==> config.mk <==
export PLATFORM = sky130hd
export DESIGN_NAME = irq_msg_dispatch
export DESIGN_NICKNAME = d
export VERILOG_FILES = /design/src/rtl/irqd_pkg.sv /design/src/rtl/irqd_pick.sv /design/src/rtl/irqd_intake.sv /design/src/rtl/irqd_fanout.sv /design/src/rtl/irq_msg_dispatch.sv
export SDC_FILE = /design/constraint.sdc
export NUM_CORES = 1
export LEC_CHECK = 0
export ABC_AREA = 1
export ABC_CLOCK_PERIOD_IN_PS = 3700
export BUFFER_PORTS_ARGS = -buffer_cell sky130_fd_sc_hd__buf_2
export CAP_MARGIN = 40
export CORE_AREA = 2 2 234 236
export CTS_CLUSTER_DIAMETER = 50
export CTS_CLUSTER_SIZE = 8
export DETAILED_ROUTE_END_ITERATION = 10
export DIE_AREA = 0 0 236 238
export GPL_TIMING_DRIVEN = 0
export PLACE_DENSITY = 0.58
export SETUP_SLACK_MARGIN = 0.2
export SKIP_LAST_GASP = 1
export SYNTH_ARGS = -nofsm -noshare
export SYNTH_HDL_FRONTEND = slang
export SYNTH_HIERARCHICAL = 1
export SYNTH_SLANG_ARGS = --single-unit
==> constraint.sdc <==
create_clock -name clk -period 3.7 [get_ports clk]
set_clock_uncertainty 0.2 [all_clocks]
set_input_delay 0.185 -clock clk [delete_from_list [all_inputs] [get_ports clk]]
set_output_delay 0.185 -clock clk [all_outputs]
set_load 0.02 [all_outputs]
==> src/rtl/irqd_pkg.sv <==
package irqd_pkg;

  localparam int DEST_W = 8;
  localparam int VEC_W  = 8;
  localparam int DM_W   = 3;

  // Field order matches the flat table layout: vector sits in the low bits.
  typedef struct packed {
    logic [DEST_W-1:0] dest;
    logic              mask;
    logic              trigger;
    logic              polarity;
    logic              dest_mode;
    logic [DM_W-1:0]   dmode;
    logic [VEC_W-1:0]  vector;
  } entry_t;

  localparam int ENT_W = $bits(entry_t);

  localparam logic [DM_W-1:0] DM_EXTINT = 3'b111;
  localparam logic [DM_W-1:0] DM_RSVD_A = 3'b011;
  localparam logic [DM_W-1:0] DM_RSVD_B = 3'b110;

  typedef enum logic [1:0] {ST_IDLE, ST_VREQ, ST_VRSP, ST_SEND} fan_state_t;

  function automatic logic is_rsvd(logic [DM_W-1:0] dm);
    return (dm == DM_RSVD_A) || (dm == DM_RSVD_B);
  endfunction

  // Position of the lowest set bit (0 when the value is zero).
  function automatic logic [DEST_W-1:0] low_pos(logic [DEST_W-1:0] v);
    logic [DEST_W-1:0] p;
    p = '0;
    for (int i = DEST_W - 1; i >= 0; i--) begin
      if (v[i]) p = DEST_W'(i);
    end
    return p;
  endfunction

endpackage

==> src/rtl/irqd_pick.sv <==
module irqd_pick #(
  parameter int N  = 24,
  parameter int IW = 5
) (
  input  logic [N-1:0]  req_i,
  output logic          any_o,
  output logic [IW-1:0] idx_o
);

  always_comb begin
    any_o = |req_i;
    idx_o = '0;
    for (int i = N - 1; i >= 0; i--) begin
      if (req_i[i]) idx_o = IW'(i);
    end
  end

endmodule

==> src/rtl/irqd_intake.sv <==
module irqd_intake
  import irqd_pkg::*;
#(
  parameter int NUM_LINES = 24,
  parameter int IDX_W     = 5,
  parameter int LINE_W    = 6
) (
  input  logic                 clk,
  input  logic                 rst_n,
  input  logic                 evt_valid_i,
  input  logic [LINE_W-1:0]    evt_line_i,
  input  entry_t               evt_ent_i,
  input  logic                 take_i,
  input  logic [IDX_W-1:0]     take_idx_i,
  output logic [NUM_LINES-1:0] pend_o,
  output logic                 rsvd_err_o,
  output logic                 bad_line_o,
  output logic [LINE_W-1:0]    err_line_o
);

  logic                 legal;
  logic                 accept;
  logic [NUM_LINES-1:0] set_vec;
  logic [NUM_LINES-1:0] clr_vec;
  logic [NUM_LINES-1:0] pend_q;

  assign legal   = evt_line_i < LINE_W'(NUM_LINES);
  assign accept  = evt_valid_i && legal && !evt_ent_i.mask && !is_rsvd(evt_ent_i.dmode);
  assign set_vec = accept ? (NUM_LINES'(1) << evt_line_i[IDX_W-1:0]) : '0;
  assign clr_vec = take_i ? (NUM_LINES'(1) << take_idx_i) : '0;
  assign pend_o  = pend_q;

  always_ff @(posedge clk) begin
    if (!rst_n) begin
      pend_q     <= '0;
      rsvd_err_o <= 1'b0;
      bad_line_o <= 1'b0;
      err_line_o <= '0;
    end else begin
      pend_q     <= (pend_q & ~clr_vec) | set_vec;
      bad_line_o <= evt_valid_i && !legal;
      rsvd_err_o <= evt_valid_i && legal && !evt_ent_i.mask && is_rsvd(evt_ent_i.dmode);
      if (evt_valid_i && (!legal || (!evt_ent_i.mask && is_rsvd(evt_ent_i.dmode))))
        err_line_o <= evt_line_i;
    end
  end

  AST_TAKE_PENDING: assert property (@(posedge clk) disable iff (!rst_n)
    take_i |-> pend_q[take_idx_i]);

  AST_MASK_NO_PEND: assert property (@(posedge clk) disable iff (!rst_n)
    (evt_valid_i && legal && evt_ent_i.mask && !take_i) |=> pend_q == $past(pend_q));

endmodule

==> src/rtl/irqd_fanout.sv <==
module irqd_fanout
  import irqd_pkg::*;
#(
  parameter int IDX_W = 5
) (
  input  logic              clk,
  input  logic              rst_n,
  input  logic              any_pend_i,
  input  entry_t            pick_ent_i,
  output logic              take_o,
  output logic              msg_valid_o,
  input  logic              msg_ready_i,
  output logic [DEST_W-1:0] msg_dest_o,
  output logic [VEC_W-1:0]  msg_vector_o,
  output logic [DM_W-1:0]   msg_dmode_o,
  output logic              msg_logical_o,
  output logic              msg_level_o,
  output logic              msg_trigger_o,
  output logic              vreq_valid_o,
  input  logic              vreq_ready_i,
  input  logic              vrsp_valid_i,
  input  logic [VEC_W-1:0]  vrsp_vector_i,
  output logic              vrsp_ready_o
);

  fan_state_t        st_q;
  entry_t            ent_q;
  logic [DEST_W-1:0] rem_q;
  logic [DEST_W-1:0] rem_nx;
  logic [VEC_W-1:0]  vec_q;

  assign take_o       = (st_q == ST_IDLE) && any_pend_i;
  assign rem_nx       = rem_q & (rem_q - DEST_W'(1));
  assign msg_valid_o  = (st_q == ST_SEND);
  assign vreq_valid_o = (st_q == ST_VREQ);
  assign vrsp_ready_o = (st_q == ST_VRSP);

  assign msg_dest_o    = ent_q.dest_mode ? low_pos(rem_q) : ent_q.dest;
  assign msg_vector_o  = vec_q;
  assign msg_dmode_o   = ent_q.dmode;
  assign msg_logical_o = ent_q.dest_mode;
  assign msg_level_o   = ent_q.polarity;
  assign msg_trigger_o = ent_q.trigger;

  always_ff @(posedge clk) begin
    if (!rst_n) begin
      st_q  <= ST_IDLE;
      ent_q <= '0;
      rem_q <= '0;
      vec_q <= '0;
    end else begin
      unique case (st_q)
        ST_IDLE: if (any_pend_i) begin
          ent_q <= pick_ent_i;
          rem_q <= pick_ent_i.dest;
          vec_q <= pick_ent_i.vector;
          if (is_rsvd(pick_ent_i.dmode))
            st_q <= ST_IDLE;
          else if (pick_ent_i.dest_mode && (pick_ent_i.dest == '0))
            st_q <= ST_IDLE;
          else if (pick_ent_i.dmode == DM_EXTINT)
            st_q <= ST_VREQ;
          else
            st_q <= ST_SEND;
        end
        ST_VREQ: if (vreq_ready_i) st_q <= ST_VRSP;
        ST_VRSP: if (vrsp_valid_i) begin
          vec_q <= vrsp_vector_i;
          st_q  <= ST_SEND;
        end
        ST_SEND: if (msg_ready_i) begin
          rem_q <= rem_nx;
          if (!ent_q.dest_mode || (rem_nx == '0)) st_q <= ST_IDLE;
        end
        default: st_q <= ST_IDLE;
      endcase
    end
  end

  AST_MSG_HOLD: assert property (@(posedge clk) disable iff (!rst_n)
    (msg_valid_o && !msg_ready_i) |=> (msg_valid_o && $stable(msg_dest_o) &&
      $stable(msg_vector_o) && $stable(msg_dmode_o) && $stable(msg_level_o)));

  AST_NO_RSVD_MSG: assert property (@(posedge clk) disable iff (!rst_n)
    msg_valid_o |-> !is_rsvd(msg_dmode_o));

  AST_VREQ_HOLD: assert property (@(posedge clk) disable iff (!rst_n)
    (vreq_valid_o && !vreq_ready_i) |=> vreq_valid_o);

  AST_NO_MSG_IN_FETCH: assert property (@(posedge clk) disable iff (!rst_n)
    (vreq_valid_o || vrsp_ready_o) |-> !msg_valid_o);

  AST_PHYS_SINGLE: assert property (@(posedge clk) disable iff (!rst_n)
    (msg_valid_o && msg_ready_i && !msg_logical_o) |=> !msg_valid_o);

endmodule

==> src/rtl/irq_msg_dispatch.sv <==
module irq_msg_dispatch
  import irqd_pkg::*;
#(
  parameter int NUM_LINES = 24,
  localparam int IDX_W    = $clog2(NUM_LINES),
  localparam int LINE_W   = IDX_W + 1
) (
  input  logic                       clk,
  input  logic                       rst_n,
  input  logic [NUM_LINES*ENT_W-1:0] tbl_i,
  input  logic                       evt_valid_i,
  input  logic [LINE_W-1:0]          evt_line_i,
  output logic                       msg_valid_o,
  input  logic                       msg_ready_i,
  output logic [DEST_W-1:0]          msg_dest_o,
  output logic [VEC_W-1:0]           msg_vector_o,
  output logic [DM_W-1:0]            msg_dmode_o,
  output logic                       msg_logical_o,
  output logic                       msg_level_o,
  output logic                       msg_trigger_o,
  output logic                       vreq_valid_o,
  input  logic                       vreq_ready_i,
  input  logic                       vrsp_valid_i,
  input  logic [VEC_W-1:0]           vrsp_vector_i,
  output logic                       vrsp_ready_o,
  output logic                       rsvd_err_o,
  output logic                       bad_line_o,
  output logic [LINE_W-1:0]          err_line_o
);

  entry_t               tbl_a [NUM_LINES];
  logic [NUM_LINES-1:0] pend;
  logic                 any_pend;
  logic [IDX_W-1:0]     pick_idx;
  logic [IDX_W-1:0]     evt_sel;
  logic                 take;

  for (genvar g = 0; g < NUM_LINES; g++) begin : g_unpack
    assign tbl_a[g] = entry_t'(tbl_i[g*ENT_W +: ENT_W]);
  end

  assign evt_sel = (evt_line_i < LINE_W'(NUM_LINES)) ? evt_line_i[IDX_W-1:0] : '0;

  irqd_intake #(.NUM_LINES(NUM_LINES), .IDX_W(IDX_W), .LINE_W(LINE_W)) u_intake (
    .clk        (clk),
    .rst_n      (rst_n),
    .evt_valid_i(evt_valid_i),
    .evt_line_i (evt_line_i),
    .evt_ent_i  (tbl_a[evt_sel]),
    .take_i     (take),
    .take_idx_i (pick_idx),
    .pend_o     (pend),
    .rsvd_err_o (rsvd_err_o),
    .bad_line_o (bad_line_o),
    .err_line_o (err_line_o)
  );

  irqd_pick #(.N(NUM_LINES), .IW(IDX_W)) u_pick (
    .req_i(pend),
    .any_o(any_pend),
    .idx_o(pick_idx)
  );

  irqd_fanout #(.IDX_W(IDX_W)) u_fanout (
    .clk          (clk),
    .rst_n        (rst_n),
    .any_pend_i   (any_pend),
    .pick_ent_i   (tbl_a[pick_idx]),
    .take_o       (take),
    .msg_valid_o  (msg_valid_o),
    .msg_ready_i  (msg_ready_i),
    .msg_dest_o   (msg_dest_o),
    .msg_vector_o (msg_vector_o),
    .msg_dmode_o  (msg_dmode_o),
    .msg_logical_o(msg_logical_o),
    .msg_level_o  (msg_level_o),
    .msg_trigger_o(msg_trigger_o),
    .vreq_valid_o (vreq_valid_o),
    .vreq_ready_i (vreq_ready_i),
    .vrsp_valid_i (vrsp_valid_i),
    .vrsp_vector_i(vrsp_vector_i),
    .vrsp_ready_o (vrsp_ready_o)
  );

endmodule

==> results.toml, run 1 <==
[global_route]
use_met2_pct = 44.2
use_met3_pct = 7.36
busiest_layer = "met2"
grt_pass1_wl_um = 114000
grt_pass1_vias = 16400
overflow = 0
antenna_found_initial = 40
grt_usage_pct = 28.4
grt_max_degree = 16
met1_usage_pct = 36.4

[final_layout]
final_nets = 3248
drive_gt1_share_pct = 36.2
syn_to_final_growth_pct = 51.7

[run_status]
status = "finished with violations"
violations = "setup timing"

[clocking]
clk_pin_slew_ns = 0.06
h-tree-depth = 3
cts.sinks = 64
cts_buffers = 9
cts-root-buf = "clkbuf_16"
cts_tree = "done"
clk_latency_ns = 0.35
cts.path.max_buffers = 2

[timing]
hold_viol_final = 0
max_freq_mhz = 238
fin_crit_sh_pct = 114
relSlewSlack_pct = 47.8
rsz0062_at_grt = "yes"
final.setup.worst_slack_ns = -0.506
tns_ns = -2.12
worst_pin_slew_ns = 0.783
fin_crit_ns = 4.21
setup_viol = 18
whs_ns = 0.0406
finalMaxSlewViolations = 0

[power]
p_total_mw = 3.91
p_per_area_mw_per_mm2 = 243
vdd_drop_max_mv = 0.267
p_leak_nw = 7.99

[critical_path]
cp_max_fo = 10
cpPeakStageDelay_ns = 0.53
cpMaxStageDelayCell = "clkbuf_1"
path_common_cell = "nor2_1"
worstSetupStartpointType = "flop"
arrival_ns = 4.24
required_ns = 3.73
path_cells = "nor4_1 -> a21oi_1 -> nor2_1 -> nor2_1 -> nor2_1 -> clkbuf_2 -> clkbuf_1 -> o221ai_1 -> o211ai_1 -> nand2_4 -> nor2_2 -> nand2_1 -> nor2_1 -> nand2_1 -> nand3_1 -> nand2_1 -> inv_1 -> nand3_1 -> nand2_1 -> nor2_1"
critPathKind = "reg2reg"
cp_top_family = "simple AND/OR/NAND/NOR gates"
crit_buf_inv = 3
end_kind = "flop"

[die]
die_w_um = 236
coreArea_mm2 = 0.0535
die_h_um = 238
initial_core_util_pct = 19.8
dieArea_mm2 = 0.0562
rows = 85
ios = 605

[placement]
place_ws_ns = -1.22
io_buffers = 604
dp.final_hpwl_um = 70000
gp_routability_congestion = 0.958

[routing]
dr.pass1.iters = 6
ant_nets = 0
wire_per_inst_um = 24.5
first_iter_violations = 1704
drc_errors = 0
routed_wl_um = 83200
via_per_inst = 5.05
vias = 17200

[synth]
synth.avg_cell_area_um2 = 5.25
synth_warnings = 6
syn_nets = 2594
syn_inst = 2018
syn_area_mm2 = 0.0106

[hold_path]
holdCritPathClass = "in2reg"

[run]
max-cap-violations = 0
[cell type report]
type                    instances  area, µm²
diodes                         24       60.1
multi-input cells            1422       7380
flip-flops and latches         64       1280
clock inverters                 5       56.3
repair buffers                643       3460
plain buffers                 256       1690
well taps                     696        871
fillers                      6322      37400
clock buffers                  11        243
inverters                     276       1040
[registers in the layout, summed over array words and instances, names as in the netlist, 2 cells and up]
| name | count |
|---|---|
| u_fanout/msg_vector_o | 8 |
| u_fanout/msg_dmode_o | 3 |
| u_fanout/rem_q | 8 |
| u_fanout/st_q | 2 |
| u_intake/err_line_o | 6 |
| u_fanout/ent_q | 8 |
| u_intake/pend_o | 24 |
[final timing paths]
path | from | endpoint | slack [ns] | cells after the start
hold reg to reg | u_fanout/ent_q[16]$_SDFFE_PN0P_ | u_fanout/ent_q[16]$_SDFFE_PN0P_ | 0.25 | 2
setup reg to reg | u_intake/pend_o[19]$_SDFF_PN0_ | u_fanout/st_q[0]$_SDFFE_PN0P_ | -0.51 | 20
setup / recovery | u_intake/pend_o[19]$_SDFF_PN0_ | u_fanout/st_q[0]$_SDFFE_PN0P_ | -0.51 | 20
hold / removal | evt_line_i[4] | u_intake/rsvd_err_o$_SDFF_PN0_ | 0.04 | 4
[per-stage QoR]
step | cell area, µm² | util, % | std cells
final | 16100 | 30.1 | 3397
after global routing | 16000 | 30.0 | 3385
after CTS | 15600 | 29.2 | 3366
after detailed placement | 14500 | 27.2 | 3321
after global placement | 14500 | 27.1 | 3318
after floorplan | 10600 | - | 2018
[metal layers]
layer | vias up | part of all wire, %
met5 | - | 0.12
met1 | 7897 | 41
li1 | 7956 | -
met4 | 16 | 5.2
met2 | 1071 | 43
met3 | 210 | 10
[report_power, final]
part	total [mW]	internal [mW]	switching, mW	leakage, nW
registers	0.810	0.758	0.0522	0.521
logic	2.20	0.835	1.36	7.33
clock network	0.898	0.540	0.358	0.146
[worst min-delay path, cell delays in order]
cell	delay, ns
buf_2	0.12
nand2_2	0.07
nand3_2	0.10
nor4_1	0.05
[cells in the final DEF (no fill, tap or decap), types with 4 or more instances in the layout]
| master | n |
|---|---|
| clkbuf_1 | 55 |
| buf_1 | 8 |
| nand3_2 | 20 |
| buf_8 | 11 |
| o211ai_1 | 93 |
| nor2_2 | 4 |
| diode_2 | 24 |
| a221oi_2 | 4 |
| clkbuf_8 | 4 |
| o21ai_2 | 11 |
| a211oi_2 | 4 |
| nand2_2 | 29 |
| inv_2 | 12 |
| clkbuf_16 | 9 |
| o21ai_1 | 11 |
| o22ai_1 | 14 |
| o21ai_0 | 245 |
| a21oi_2 | 7 |
| ha_1 | 4 |
| o221ai_1 | 17 |
| buf_6 | 31 |
| inv_1 | 260 |
| nand3_1 | 196 |
| buf_4 | 39 |
| nor3_1 | 5 |
| nand2_4 | 18 |
| buf_2 | 693 |
| nand2_1 | 304 |
| a21oi_1 | 166 |
| buf_12 | 9 |
| nand4_1 | 28 |
| dfxtp_1 | 61 |
| nor2_1 | 214 |
| clkbuf_4 | 14 |
| dlygate4sd3_1 | 10 |
| clkbuf_2 | 24 |
| a31oi_1 | 8 |
[timing repair]
item,CTS,global route
gates resized for setup,184,111
gates cloned,3,0
buffers inserted,16,7
endpoints found under the setup margin,32,32
pin swaps,39,39
hold buffers,10,0
endpoints found under the hold margin,10,0
No activity file was read; power rests on OpenSTA's default activity.
==> inputs of run 2 (changes only) <==
- ABC_CLOCK_PERIOD_IN_PS: 3700 -> 3500
- CELL_PAD_IN_SITES_DETAIL_PLACEMENT: default -> 0
- CELL_PAD_IN_SITES_GLOBAL_PLACEMENT: default -> 1
- CORE_AREA: 2 2 234 236 -> default
- CORE_ASPECT_RATIO: default -> 1.1
- CORE_MARGIN: default -> 4
- CORE_UTILIZATION: default -> 29
- DIE_AREA: 0 0 236 238 -> default
- PLACE_DENSITY: 0.58 -> 0.84
- clock period: 3.7 -> 3.5 ns (I/O delays scaled with it)
==> run 2 against run 1 <==
The flow still finishes with violations (setup timing). Clock power rose by 3.9%. Largest cell class unchanged. Worst setup slack worse by 0.26 ns. Critical endpoint unchanged. Via count grew 2.7%. Die area down 29%. Utilization rose by 14 points. Combinational power up 8%. Hold slack got worse by 0.0041 ns. First-iteration DRC count grew 23%. Non-clock buffer count is 13 higher.
==> results.toml, run 2 (synthesis results as in run 1) <==
[run_status]
status = "finished with violations"
violations = "setup timing"

[hold_path]
holdCritPathClass = "in2reg"

[die]
coreArea_mm2 = 0.0361
rows = 73
initial_core_util_pct = 29.4
die_w_um = 190
die_h_um = 208
dieArea_mm2 = 0.0397
ios = 605

[global_route]
overflow = 0
antenna_found_initial = 28
grt_pass1_vias = 16600
grt_usage_pct = 38.9
grt_max_degree = 16
grt_pass1_wl_um = 113000

[routing]
vias = 17600
via_per_inst = 5.50
dr.pass1.iters = 6
ant_nets = 0
routed_wl_um = 82700
wire_per_inst_um = 25.8
drc_errors = 0
first_iter_violations = 2095

[final_layout]
final_nets = 3261
layout_commonest_cell = "buf_2"
drive_gt1_share_pct = 37.1
syn_to_final_growth_pct = 50.0
fillers = 4092
largest_reg_flops = 24
finalNonFillerCells = 3204
most-common-layout-cells = "buf_2, nand2_1, inv_1"

[critical_path]
end_kind = "flop"
cp_max_fo = 5
critPathKind = "reg2reg"
cpPeakStageDelay_ns = 0.59
arrival_ns = 4.29
worstSetupStartpointType = "flop"
required_ns = 3.53
cpMaxStageDelayCell = "o211ai_1"
path_common_cell = "nand2_1"

[placement]
place_ws_ns = -1.47
gp_routability_congestion = 1.02
post-place-cells = 3110
io_buffers = 604
dp.final_hpwl_um = 70000

[clocking]
cts-root-buf = "clkbuf_16"
clk_latency_ns = 0.34
cts_tree = "done"
cts_buffers = 9
cts.path.max_buffers = 2
cts.sinks = 64
h-tree-depth = 3
clk_pin_slew_ns = 0.06

[timing]
tns_ns = -10.05
worst_pin_slew_ns = 0.767
hold_viol_final = 0
fin_crit_ns = 4.26
relSlewSlack_pct = 48.7
finalMaxSlewViolations = 0
fin_crit_sh_pct = 122
rsz0062_at_grt = "yes"
setup_viol = 32
max_freq_mhz = 235
final.setup.worst_slack_ns = -0.761

[power]
p_per_area_mw_per_mm2 = 262
p_total_mw = 4.16
p_leak_nw = 8.04
vdd_drop_max_mv = 0.269

[run]
max-cap-violations = 0
## run 2: cell count changes in the layout (fill, tap and decap cells not counted), moves of 3 or more
cell,previous run,this run
buf_6,31,25
o21ai_1,11,16
buf_4,39,56
nand3_2,20,28
diode_2,24,27
nand3_1,196,188
nand2_2,29,48
nand2_4,18,7
nand2_1,304,296
o21ai_0,245,239
## run 2: metrics by stage
step	cell area, µm²	hold slack (ns)	util, %
final	15900	0.0365	44.1
after global routing	15900	0.0470	44.0
after CTS	15300	0.0295	42.5
after detailed placement	14300	0.252	39.6
after global placement	14300	0.244	39.6
after floorplan	10600	0.0957	-
## run 2: layout make-up
cell class | instances | area, µm² | area share (%)
buffer | 256 | 1660 | 10.5
antenna | 27 | 67.6 | 0.425
clock inverter | 5 | 55.1 | 0.346
multi-input combinational | 1422 | 7380 | 46.4
clock buffer | 11 | 253 | 1.59
inverter | 276 | 1040 | 6.55
sequential | 64 | 1280 | 8.08
timing repair buffer | 656 | 3540 | 22.3
tap | 487 | 609 | 3.83
## run 2: per-layer routing
metal	vias to the layer above	wire length, µm	track usage (%)	share of wire, %
li1	7983	-	-	-
met4	4	3100	12.4	3.7
met1	8309	33200	52.2	40
met3	172	9120	9.23	11
met5	-	23	0	0.028
met2	1144	37300	61.8	45
## run 2: critical path, delay by kind of cell, from the launching register on
family,cells,cell delay (ns)
compound gates,2,0.69
buf+inv,5,0.52
flops,1,0.33
simple gates,35,2.41
## run 2: what timing repair did
action,4_1_cts,5_1_grt
cloned,4,1
buffers inserted,12,24
endpoints found under the setup margin,32,32
hold buffers,10,0
pin swaps,37,50
gates resized for setup,168,112
hold endpoints to repair,10,0
## run 2: final timing paths
kind | from | to | slack [ns] | cells past startpoint
worst min-delay path | rst_n | u_intake/err_line_o[4]$_SDFFE_PN0P_ | 0.04 | 3
worst max register to register | u_intake/pend_o[22]$_SDFF_PN0_ | u_fanout/st_q[0]$_SDFFE_PN0P_ | -0.76 | 42
worst min register to register | u_fanout/ent_q[16]$_SDFFE_PN0P_ | u_fanout/ent_q[16]$_SDFFE_PN0P_ | 0.26 | 2
worst max-delay path | u_intake/pend_o[22]$_SDFF_PN0_ | u_fanout/st_q[0]$_SDFFE_PN0P_ | -0.76 | 42
## run 2: power breakdown
part           switching [mW]  leakage [nW]  internal (mW)
registers              0.0504         0.521          0.802
logic                    1.47          7.38          0.905
clock network           0.346         0.148          0.587
total                    1.86          8.04           2.29
==> inputs of run 3 (changes only) <==
--- a/config.mk
+++ b/config.mk
@@ -20,4 +20,5 @@
 export GPL_TIMING_DRIVEN = 0
 export PLACE_DENSITY = 0.84
+export RECOVER_POWER = 100
 export SETUP_SLACK_MARGIN = 0.2
 export SKIP_LAST_GASP = 1
==> constraint.sdc (replaced) <==
create_clock -name clk -period 3.5 [get_ports clk]
set_clock_uncertainty 0.2 [all_clocks]
set_input_delay 0.7 -clock clk [delete_from_list [all_inputs] [get_ports clk]]
set_output_delay 0.7 -clock clk [all_outputs]
set_load 0.02 [all_outputs]
==> run 3 against run 2 <==
The flow still finishes with violations (setup timing). Die area unchanged. Combinational power about the same. Via count down 0.75%.
==> results.toml, run 3 (synthesis results as in run 1) <==
[die]
initial_core_util_pct = 29.4
dieArea_mm2 = 0.0397
rows = 73
coreArea_mm2 = 0.0361
die_h_um = 208
ios = 605
die_w_um = 190

[run_status]
violations = "setup timing"
status = "finished with violations"

[global_route]
grt_max_degree = 16
overflow = 0
grt_pass1_vias = 16600
grt_usage_pct = 38.9
antenna_found_initial = 28
grt_pass1_wl_um = 113000

[timing]
rsz0062_at_grt = "yes"
setup_viol = 32
worst_pin_slew_ns = 0.748
max_freq_mhz = 236
hold_viol_final = 0
whs_ns = 0.263
fin_crit_ns = 4.24
final.setup.worst_slack_ns = -0.739
finalMaxSlewViolations = 0
fin_crit_sh_pct = 121
relSlewSlack_pct = 50.1

[critical_path]
cpMaxStageDelayCell = "o211ai_1"
required_ns = 3.53
cpPeakStageDelay_ns = 0.58
path_common_cell = "nand2_1"
end_kind = "flop"
worstSetupStartpointType = "flop"
cp_max_fo = 10
critPathKind = "reg2reg"
arrival_ns = 4.27

[routing]
drc_errors = 0
via_per_inst = 5.48
first_iter_violations = 2265
ant_nets = 0
routed_wl_um = 82300
vias = 17500
wire_per_inst_um = 25.8
dr.pass1.iters = 6

[final_layout]
most-common-layout-cells = "buf_2, nand2_1, inv_1"
fillers = 4143
drive_gt1_share_pct = 35.7
largest_reg_flops = 24
finalNonFillerCells = 3187
layout_commonest_cell = "buf_2"
syn_to_final_growth_pct = 47.7
final_nets = 3248

[run]
max-cap-violations = 0

[placement]
post-place-cells = 3110
io_buffers = 604
dp.final_hpwl_um = 70000
gp_routability_congestion = 1.02

[power]
p_leak_nw = 7.83
p_per_area_mw_per_mm2 = 264
vdd_drop_max_mv = 0.268

[clocking]
cts-root-buf = "clkbuf_16"
h-tree-depth = 3
cts_tree = "done"
cts_buffers = 9
clk_latency_ns = 0.34
cts.sinks = 64
cts.path.max_buffers = 2
clk_pin_slew_ns = 0.06

[hold_path]
holdCritPathClass = "reg2reg"
## run 3: cell count changes in the layout (fill, tap and decap cells not counted), sizes merged
cell         delta
buf            -37
diode           -4
clkbuf         +34
dlygate4sd3    -10
## run 3: path summary, 6_finish.rpt
kind / startpoint / end / slack, ns / cells after the start
worst max-delay path: u_intake/pend_o[22]$_SDFF_PN0_ / u_fanout/st_q[0]$_SDFFE_PN0P_ / -0.74 / 42
worst min-delay path: u_fanout/ent_q[19]$_SDFFE_PN0P_ / u_fanout/ent_q[19]$_SDFFE_PN0P_ / 0.26 / 2
worst max register to register: u_intake/pend_o[22]$_SDFF_PN0_ / u_fanout/st_q[0]$_SDFFE_PN0P_ / -0.74 / 42
worst min register to register: u_fanout/ent_q[19]$_SDFFE_PN0P_ / u_fanout/ent_q[19]$_SDFFE_PN0P_ / 0.26 / 2
## run 3: layout make-up
| cell class | instances | area [µm²] | share of cell area, % |
|---|---|---|---|
| timing repair buffer | 643 | 3360 | 21.5 |
| clock buffer | 11 | 253 | 1.62 |
| multi-input combinational | 1422 | 7370 | 47.1 |
| buffer | 256 | 1610 | 10.3 |
| inverter | 276 | 1040 | 6.65 |
| antenna | 23 | 57.6 | 0.368 |
| clock inverter | 5 | 55.1 | 0.352 |
| sequential | 64 | 1280 | 8.21 |
| tap | 487 | 609 | 3.89 |
## run 3: what timing repair did
item | CTS | global route
endpoints found under the setup margin | 32 | 32
endpoints found under the hold margin | 0 | 0
hold buffers | 0 | 0
buffers inserted | 12 | 22
resized for setup | 168 | 90
gates cloned | 4 | 0
pin swaps | 37 | 54
## run 3: routing by layer
layer | wire length [µm] | global-route usage, % | share of wire (%) | vias up
li1 | - | - | - | 7943
met1 | 33300 | 52.1 | 40 | 8203
met2 | 37000 | 61.6 | 45 | 1122
met3 | 8890 | 9.16 | 11 | 202
met5 | 69 | 0 | 0.084 | -
met4 | 3010 | 12.7 | 3.7 | 10
## run 3: metrics by stage
stage               setup TNS, ns  setup slack (ns)  power (mW)  utilization, %  instance area [µm²]
floorplan                       0             0.206        2.01               -                10600
global placement           -25.53             -1.46        2.94            39.6                14300
detailed placement         -25.59             -1.47        2.95            39.6                14300
CTS                         -4.21            -0.548        3.99            42.2                15200
global route               -19.09            -0.968        4.34            43.4                15600
finish                     -10.24            -0.739        4.12            43.4                15600
## run 3: critical path, delay by kind of cell (launching register included)
kind	cells	cell delay (ns)
simple gates	35	2.38
buf+inv	5	0.53
flops	1	0.33
compound gates	2	0.69
## run 3: power by group
group          switching [mW]  internal [mW]  total, mW
combinational            1.47          0.873       2.34
sequential             0.0493          0.802      0.851
clock                   0.345          0.587      0.932
total                    1.86           2.26       4.12
